## src/rtl/gdc_pkg.sv

```systemverilog
package gdc_pkg;

  localparam int unsigned DEB_QUS = 8;   // debounce, quarter-us
  localparam int unsigned MAX_QUS = 24;  // longest dead/blank time, quarter-us

  function automatic int unsigned dt_qus(input logic [2:0] code);
    case (code)
      3'd0:    return 0;
      3'd1:    return 2;
      3'd2:    return 3;
      3'd3:    return 4;
      3'd4:    return 6;
      3'd5:    return 8;
      3'd6:    return 12;
      default: return 24;
    endcase
  endfunction

  function automatic int unsigned blank_qus(input logic [1:0] code);
    case (code)
      2'd0:    return 3;
      2'd1:    return 6;
      2'd2:    return 12;
      default: return 24;
    endcase
  endfunction

  function automatic int unsigned qus_to_cyc(input int unsigned qus, input int unsigned mhz);
    return (qus * mhz + 3) / 4;
  endfunction

endpackage

```

## src/rtl/gdc_phase.sv

```systemverilog
module gdc_phase #(
  parameter int          CW   = 5,
  parameter int unsigned MAXC = 24
) (
  input  logic          clk_i,
  input  logic          rst_ni,
  input  logic          req_h_i,
  input  logic          req_l_i,
  input  logic          force_i,
  input  logic [CW-1:0] dt_i,
  output logic          gh_o,
  output logic          gl_o
);

  logic          gh_q, gl_q, gh_d, gl_d, on_ok;
  logic [CW-1:0] cnt_q, cnt_d;

  always_comb begin
    on_ok = !gh_q && !gl_q && !force_i && (cnt_q >= dt_i);
    gh_d  = (gh_q && req_h_i && !force_i) || (on_ok && req_h_i);
    gl_d  = (gl_q && req_l_i && !force_i) || (on_ok && req_l_i && !req_h_i);
    // cnt counts cycles with both gates off since the last turn-off
    if ((gh_q && !gh_d) || (gl_q && !gl_d))           cnt_d = CW'(1);
    else if (!gh_q && !gl_q && cnt_q != CW'(MAXC))    cnt_d = cnt_q + 1'b1;
    else                                              cnt_d = cnt_q;
  end

  always_ff @(posedge clk_i or negedge rst_ni) begin
    if (!rst_ni) begin
      gh_q  <= 1'b0;
      gl_q  <= 1'b0;
      cnt_q <= CW'(MAXC);
    end else begin
      gh_q  <= gh_d;
      gl_q  <= gl_d;
      cnt_q <= cnt_d;
    end
  end

  assign gh_o = gh_q;
  assign gl_o = gl_q;

endmodule

```

## src/rtl/gdc_vds_mon.sv

```systemverilog
module gdc_vds_mon #(
  parameter int          NF  = 6,
  parameter int          CW  = 5,
  parameter int unsigned DEB = 8,
  parameter int          DBW = 4
) (
  input  logic          clk_i,
  input  logic          rst_ni,
  input  logic [NF-1:0] gate_i,
  input  logic [NF-1:0] cmp_i,
  input  logic [CW-1:0] blank_i,
  input  logic          mon_en_i,
  output logic          set_o
);

  logic [NF-1:0]  qual;
  logic [DBW-1:0] deb_q;
  logic           any;

  for (genvar k = 0; k < NF; k++) begin : g_fet
    logic [CW-1:0] bcnt_q;
    always_ff @(posedge clk_i or negedge rst_ni) begin
      if (!rst_ni)              bcnt_q <= '0;
      else if (!gate_i[k])      bcnt_q <= '0;
      else if (bcnt_q < blank_i) bcnt_q <= bcnt_q + 1'b1;
    end
    assign qual[k] = gate_i[k] && cmp_i[k] && (bcnt_q >= blank_i);
  end

  assign any = mon_en_i && (|qual);

  always_ff @(posedge clk_i or negedge rst_ni) begin
    if (!rst_ni)                          deb_q <= '0;
    else if (!any)                        deb_q <= '0;
    else if (deb_q != DBW'(DEB - 1))      deb_q <= deb_q + 1'b1;
  end

  assign set_o = any && (deb_q == DBW'(DEB - 1));

endmodule

```

## src/rtl/gdc_trip.sv

```systemverilog
module gdc_trip (
  input  logic clk_i,
  input  logic rst_ni,
  input  logic vm_ov_i,
  input  logic vreg_ov_i,
  input  logic vreg_trip_en_i,
  input  logic vds_set_i,
  input  logic vds_trip_en_i,
  input  logic ack_i,
  output logic trip_now_o,
  output logic bridge_off_o,
  output logic vds_err_o
);

  assign trip_now_o = vm_ov_i || (vreg_ov_i && vreg_trip_en_i) || (vds_set_i && vds_trip_en_i);

  always_ff @(posedge clk_i or negedge rst_ni) begin
    if (!rst_ni) begin
      bridge_off_o <= 1'b0;
      vds_err_o    <= 1'b0;
    end else begin
      if (trip_now_o)  bridge_off_o <= 1'b1;
      else if (ack_i)  bridge_off_o <= 1'b0;
      if (vds_set_i)   vds_err_o <= 1'b1;
      else if (ack_i)  vds_err_o <= 1'b0;
    end
  end

endmodule

```

## src/rtl/gate_dt_ctrl.sv

```systemverilog
module gate_dt_ctrl #(
  parameter int unsigned CLK_MHZ = 40
) (
  input  logic       clk_i,
  input  logic       rst_ni,
  input  logic [2:0] pwm_hi_i,
  input  logic [2:0] pwm_lo_i,
  input  logic       enable_i,
  input  logic       vcc_ok_i,
  input  logic [2:0] dt_code_i,
  input  logic [1:0] blank_code_i,
  input  logic       vds_mon_en_i,
  input  logic       vds_trip_en_i,
  input  logic       vreg_trip_en_i,
  input  logic [5:0] vds_cmp_i,
  input  logic       vm_ov_i,
  input  logic       vreg_ov_i,
  input  logic       frame_ack_i,
  output logic [2:0] gate_hi_o,
  output logic [2:0] gate_lo_o,
  output logic       bridge_off_o,
  output logic       vds_err_o
);
  import gdc_pkg::*;

  localparam int unsigned MAXC = qus_to_cyc(MAX_QUS, CLK_MHZ);
  localparam int          CW   = $clog2(MAXC + 1);
  localparam int unsigned DEB  = qus_to_cyc(DEB_QUS, CLK_MHZ);
  localparam int          DBW  = $clog2(DEB + 1);
  localparam int          NPH  = 3;

  logic [CW-1:0]  dt_cyc, blank_cyc;
  logic           three_in, force_off, trip_now, vds_set;
  logic [NPH-1:0] req_h, req_l;

  assign dt_cyc    = CW'(qus_to_cyc(dt_qus(dt_code_i), CLK_MHZ));
  assign blank_cyc = CW'(qus_to_cyc(blank_qus(blank_code_i), CLK_MHZ));
  assign three_in  = &pwm_hi_i;
  assign force_off = bridge_off_o || trip_now || !enable_i || !vcc_ok_i;

  for (genvar x = 0; x < NPH; x++) begin : g_ph
    assign req_h[x] = three_in ? !pwm_lo_i[x] : (pwm_hi_i[x] && !pwm_lo_i[x]);
    assign req_l[x] = three_in ?  pwm_lo_i[x] : (pwm_lo_i[x] && !pwm_hi_i[x]);

    gdc_phase #(.CW(CW), .MAXC(MAXC)) u_phase (
      .clk_i   (clk_i),
      .rst_ni  (rst_ni),
      .req_h_i (req_h[x]),
      .req_l_i (req_l[x]),
      .force_i (force_off),
      .dt_i    (dt_cyc),
      .gh_o    (gate_hi_o[x]),
      .gl_o    (gate_lo_o[x])
    );
  end

  gdc_vds_mon #(.NF(2 * NPH), .CW(CW), .DEB(DEB), .DBW(DBW)) u_vds (
    .clk_i    (clk_i),
    .rst_ni   (rst_ni),
    .gate_i   ({gate_lo_o, gate_hi_o}),
    .cmp_i    (vds_cmp_i),
    .blank_i  (blank_cyc),
    .mon_en_i (vds_mon_en_i),
    .set_o    (vds_set)
  );

  gdc_trip u_trip (
    .clk_i          (clk_i),
    .rst_ni         (rst_ni),
    .vm_ov_i        (vm_ov_i),
    .vreg_ov_i      (vreg_ov_i),
    .vreg_trip_en_i (vreg_trip_en_i),
    .vds_set_i      (vds_set),
    .vds_trip_en_i  (vds_trip_en_i),
    .ack_i          (frame_ack_i),
    .trip_now_o     (trip_now),
    .bridge_off_o   (bridge_off_o),
    .vds_err_o      (vds_err_o)
  );

endmodule

```

## config.mk

```make
export PLATFORM = sky130hd
export DESIGN_NAME = gate_dt_ctrl
export DESIGN_NICKNAME = d
export VERILOG_FILES = /design/src/rtl/gdc_pkg.sv /design/src/rtl/gdc_phase.sv /design/src/rtl/gdc_vds_mon.sv /design/src/rtl/gdc_trip.sv /design/src/rtl/gate_dt_ctrl.sv
export SDC_FILE = /design/constraint.sdc
export NUM_CORES = 1
export LEC_CHECK = 0
export BUFFER_PORTS_ARGS = -buffer_cell sky130_fd_sc_hd__buf_2
export CORE_ASPECT_RATIO = 0.9
export CORE_UTILIZATION = 50
export DETAILED_ROUTE_END_ITERATION = 12
export PLACE_DENSITY = 0.67
export SYNTH_ARGS = -nofsm -noshare
export SYNTH_HDL_FRONTEND = slang
export SYNTH_SLANG_ARGS = --single-unit
```

## constraint.sdc

```tcl
create_clock -name clk_i -period 5.1 [get_ports clk_i]
set_input_delay 0 -clock clk_i [delete_from_list [all_inputs] [get_ports clk_i]]
set_output_delay 0 -clock clk_i [all_outputs]
set_load 0.01 [all_outputs]
```

==> impl_metrics.py <==
metrics = {
    "floorplan": {
        "die_w_um": 122,
        "start_util_pct": 52.2,
        "core-area_mm2": 0.0123,
        "die_area_mm2": 0.0133,
        "die_h_um": 110,
        "num_rows": 38,
        "ioPinCount": 35,
    },
    "timing": {
        "timing.fmax_ghz": 0.256,
        "period_needed_ps": 3910,
        "maxSlewHeadroom_pct": 48.7,
        "hold_viol_final": 0,
        "fin_crit_sh_pct": 76.7,
        "setup_ws_ps": 1190,
        "rsz0062_at_grt": "false",
        "setup_tns_ps": 0,
        "holdWs_ps": 62.1,
        "tightest_slew_ps": 760,
        "clock-skew-final_ps": 7.65,
        "slew_violations": 0,
        "setup_viol": 0,
    },
    "setup_path": {
        "reg2reg_from": "u_vds.g_fet[5].bcnt_q[2]$_DFFE_PN0P_",
        "required_ps": 5390,
        "worstRegToRegCells": 11,
        "reg2reg_setup_slack_ps": 1680,
        "start_kind": "input port",
        "worst_ep_arrival_time_ps": 4200,
        "crit_path_end_kind": "register",
        "rr_endpoint": "g_ph[1].u_phase.gh_o$_DFF_PN0_",
        "worstSetupPathType": "in -> reg",
        "path_max_fanout": 8,
    },
    "min_path": {
        "min-delay-start": "vds_mon_en_i",
        "hold-path-cell-count": 3,
        "min_to": "u_vds.deb_q[0]$_DFFE_PN0P_",
        "hold_path.class": "in -> reg",
    },
    "clocking": {
        "post_cts_resized": 0,
        "h-tree-depth": 3,
        "cts_sinks": 87,
        "insertion_delay_ps": 350,
        "cts_setup_buffers": 0,
        "cts_buffers": 9,
        "cts_tree": "built",
        "clock_path_buffers": 2,
        "root_buffer": "clkbuf_16",
        "clkTransAtPathRegs_ps": 60,
    },
    "global_route": {
        "grt_max_degree": 47,
        "grt_overflow_total": 0,
        "grt_pass1_wl_um": 22900,
        "antenna_found_initial": 0,
        "grt_pass1_vias": 4723,
        "track_usage_pct": 22.4,
    },
    "logic_synthesis": {
        "ys_async_sr_fraction_pct": 100,
        "synth_ff_type": "dfrtp_1",
        "synth.yosys.seq_area_share_pct": 34.1,
        "yosys.area_share.simple_pct": 19.6,
        "synth_cell_types": 58,
        "synth-xor-area-share_pct": 10.8,
        "synth-compound-area-share_pct": 14.2,
        "syn_inst": 668,
        "synth-edff-count": 0,
        "syn_area_mm2": 0.00643,
        "avgSynthCellArea_um2": 9.63,
        "yosys-mux-area-fraction_pct": 1.25,
        "synth-seq-cells": 87,
        "synth_top_family_by_area": "simple AND/OR/NAND/NOR gates",
        "synth_fa_ha_area_share_pct": 15.6,
        "ys_warn_count": 0,
        "syn-num-nets": 775,
    },
    "placement": {
        "dp_hpwl_um": 10300,
        "dp_slack_ps": 1350,
        "routabilityCongestion": 0.858,
        "placed_area_mm2": 0.00670,
        "port_buffers": 34,
    },
    "layout": {
        "fillers": 1052,
        "final_cell_area_mm2": 0.00714,
        "nets": 810,
        "drive_above_1_share_pct": 11.0,
        "area_delta_synth_final_pct": 11.0,
        "n_antenna_cell": 0,
    },
    "power": {
        "max-vdd-ir-drop_mv": 0.242,
        "p_per_area_mw_per_mm2": 326,
        "leakage_nw": 3.42,
        "total_power_mw": 2.32,
    },
    "outcome": {
        "outcome": "finished clean",
    },
    "routing": {
        "drt-total-wl_um": 13800,
        "via_per_inst": 5.66,
        "wl_per_cell_um": 15.9,
        "first_pass_iters": 4,
        "dr.first_iter.drc_count": 210,
        "drc": 0,
        "drtAntennaViolNets": 0,
        "dr_total_vias": 4917,
    },
    "job": {
        "maxCapViolCount": 0,
    },
}
[power by group]
part	total, mW	switching, mW	internal [mW]
Combinational	0.643	0.329	0.314
Sequential	0.951	0.134	0.818
Clock	0.730	0.285	0.445
Total	2.32	0.747	1.58
[critical path, cell delays in order]
cell,delay (ps)
buf_2,120
inv_1,80
ha_1,330
o21ai_0,250
inv_1,70
ha_1,280
ha_1,270
inv_1,120
ha_1,210
a21o_1,190
a31oi_1,240
o211ai_1,140
a32o_1,300
a221oi_2,240
o311a_4,300
and2_1,290
o2111a_1,220
dlygate4sd3_1,550
[cells in the final DEF, fill, tap and decap left out, drive strengths merged, types with 9 or more instances in the layout]
master	instances
nor2	32
ha	80
and3	15
a21o	9
nand2	37
nand3	21
dfrtp	75
and2	50
nand4	27
nor2b	9
xnor2	55
a21oi	32
o21a	14
clkbuf	10
buf	36
xor2	14
inv	46
o21ai	16
dfstp	12
a31oi	20
dlygate4sd3	11
[layout make-up]
type                            count  area (µm²)  area share (%)
Tap cell                          160         200            2.80
Inverter                           45         169            2.37
Clock buffer                       10         239            3.35
Timing Repair Buffer               47         298            4.17
Sequential cell                    87        2190            30.7
Clock inverter                      6        92.6            1.30
Multi-Input combinational cell    513        3950            55.3
[kinds of logic (layout without fill, tap and decap cells)]
group | count (synthesis) | after routing
AOI/OAI and AO/OA | 131 | 131
and+or+nand+nor | 220 | 220
xor gates and xnor gates | 73 | 73
muxes | 8 | 8
other | 1 | 1
buffers and inverters | 68 | 108
DFF | 87 | 87
adders and majority gates | 80 | 80
[Yosys cell counts (all sizes together), types with 4 or more instances]
library cell	count	area share, %
ha	80	16
dfrtp	75	29
xnor2	55	7.5
and2	50	4.9
inv	45	2.6
nand2	37	2.2
a21oi	32	2.5
nor2	32	1.9
nand4	27	3.1
nand3	21	1.8
a31oi	20	1.9
o21ai	16	1.2
and3	15	1.5
o21a	14	1.6
xor2	14	1.9
clkbuf	12	0.70
dfstp	12	4.9
buf	11	1.2
a21o	9	1.1
nor2b	9	0.88
mux2i	8	1.2
nor3	7	0.54
o2111a	6	1.1
nand2b	5	0.72
a21boi	4	0.47
nor3b	4	0.47
o211ai	4	0.54
o221ai	4	0.54
xnor3	4	1.4
[flip-flops by register name, indices dropped and copies added (netlist names)]
register and flops:
u_vds.g_fet.bcnt_q 48, g_ph.u_phase.gh_o 3, u_trip.bridge_off_o 1, u_trip.vds_err_o 1, g_ph.u_phase.gl_o 3, g_ph.u_phase.cnt_q 24
u_vds.deb_q 7
[worst max path at each step]
stage / startpoint / end / slack [ps] / cells after the start
2_1_floorplan: blank_code_i[0] / g_ph[1].u_phase.cnt_q[0]$_DFFE_PN0P_ / 1620 / 16
3_3_place_gp: blank_code_i[0] / g_ph[2].u_phase.cnt_q[0]$_DFFE_PN0P_ / 1510 / 17
3_5_place_dp: blank_code_i[0] / g_ph[2].u_phase.cnt_q[0]$_DFFE_PN0P_ / 1350 / 17
4_1_cts: blank_code_i[0] / g_ph[1].u_phase.gh_o$_DFF_PN0_ / 1220 / 18
5_1_grt: blank_code_i[0] / g_ph[2].u_phase.gh_o$_DFF_PN0_ / 940 / 18
6_report: blank_code_i[0] / g_ph[1].u_phase.gh_o$_DFF_PN0_ / 1190 / 18
[through the flow]
step	util, %	std cells
2_1_floorplan	-	668
3_3_place_gp	54.4	841
3_5_place_dp	54.4	841
4_1_cts	58.0	868
5_1_grt	58.0	868
6_report	58.0	868
[metal layers]
layer / vias to the layer above / global-route usage (%) / wire (µm)
met5: - / 0 / 0
met4: 0 / 6.97 / 207
met3: 20 / 4.72 / 564
met2: 98 / 35.6 / 6310
met1: 2359 / 30.6 / 6760
li1: 2440 / - / -
[what timing repair did]
item	4_1_cts	5_1_grt
endpoints found under the hold margin	41	0
hold buffers	11	0
endpoints found under the setup margin	0	0
No activity file was read; power rests on OpenSTA's default activity.
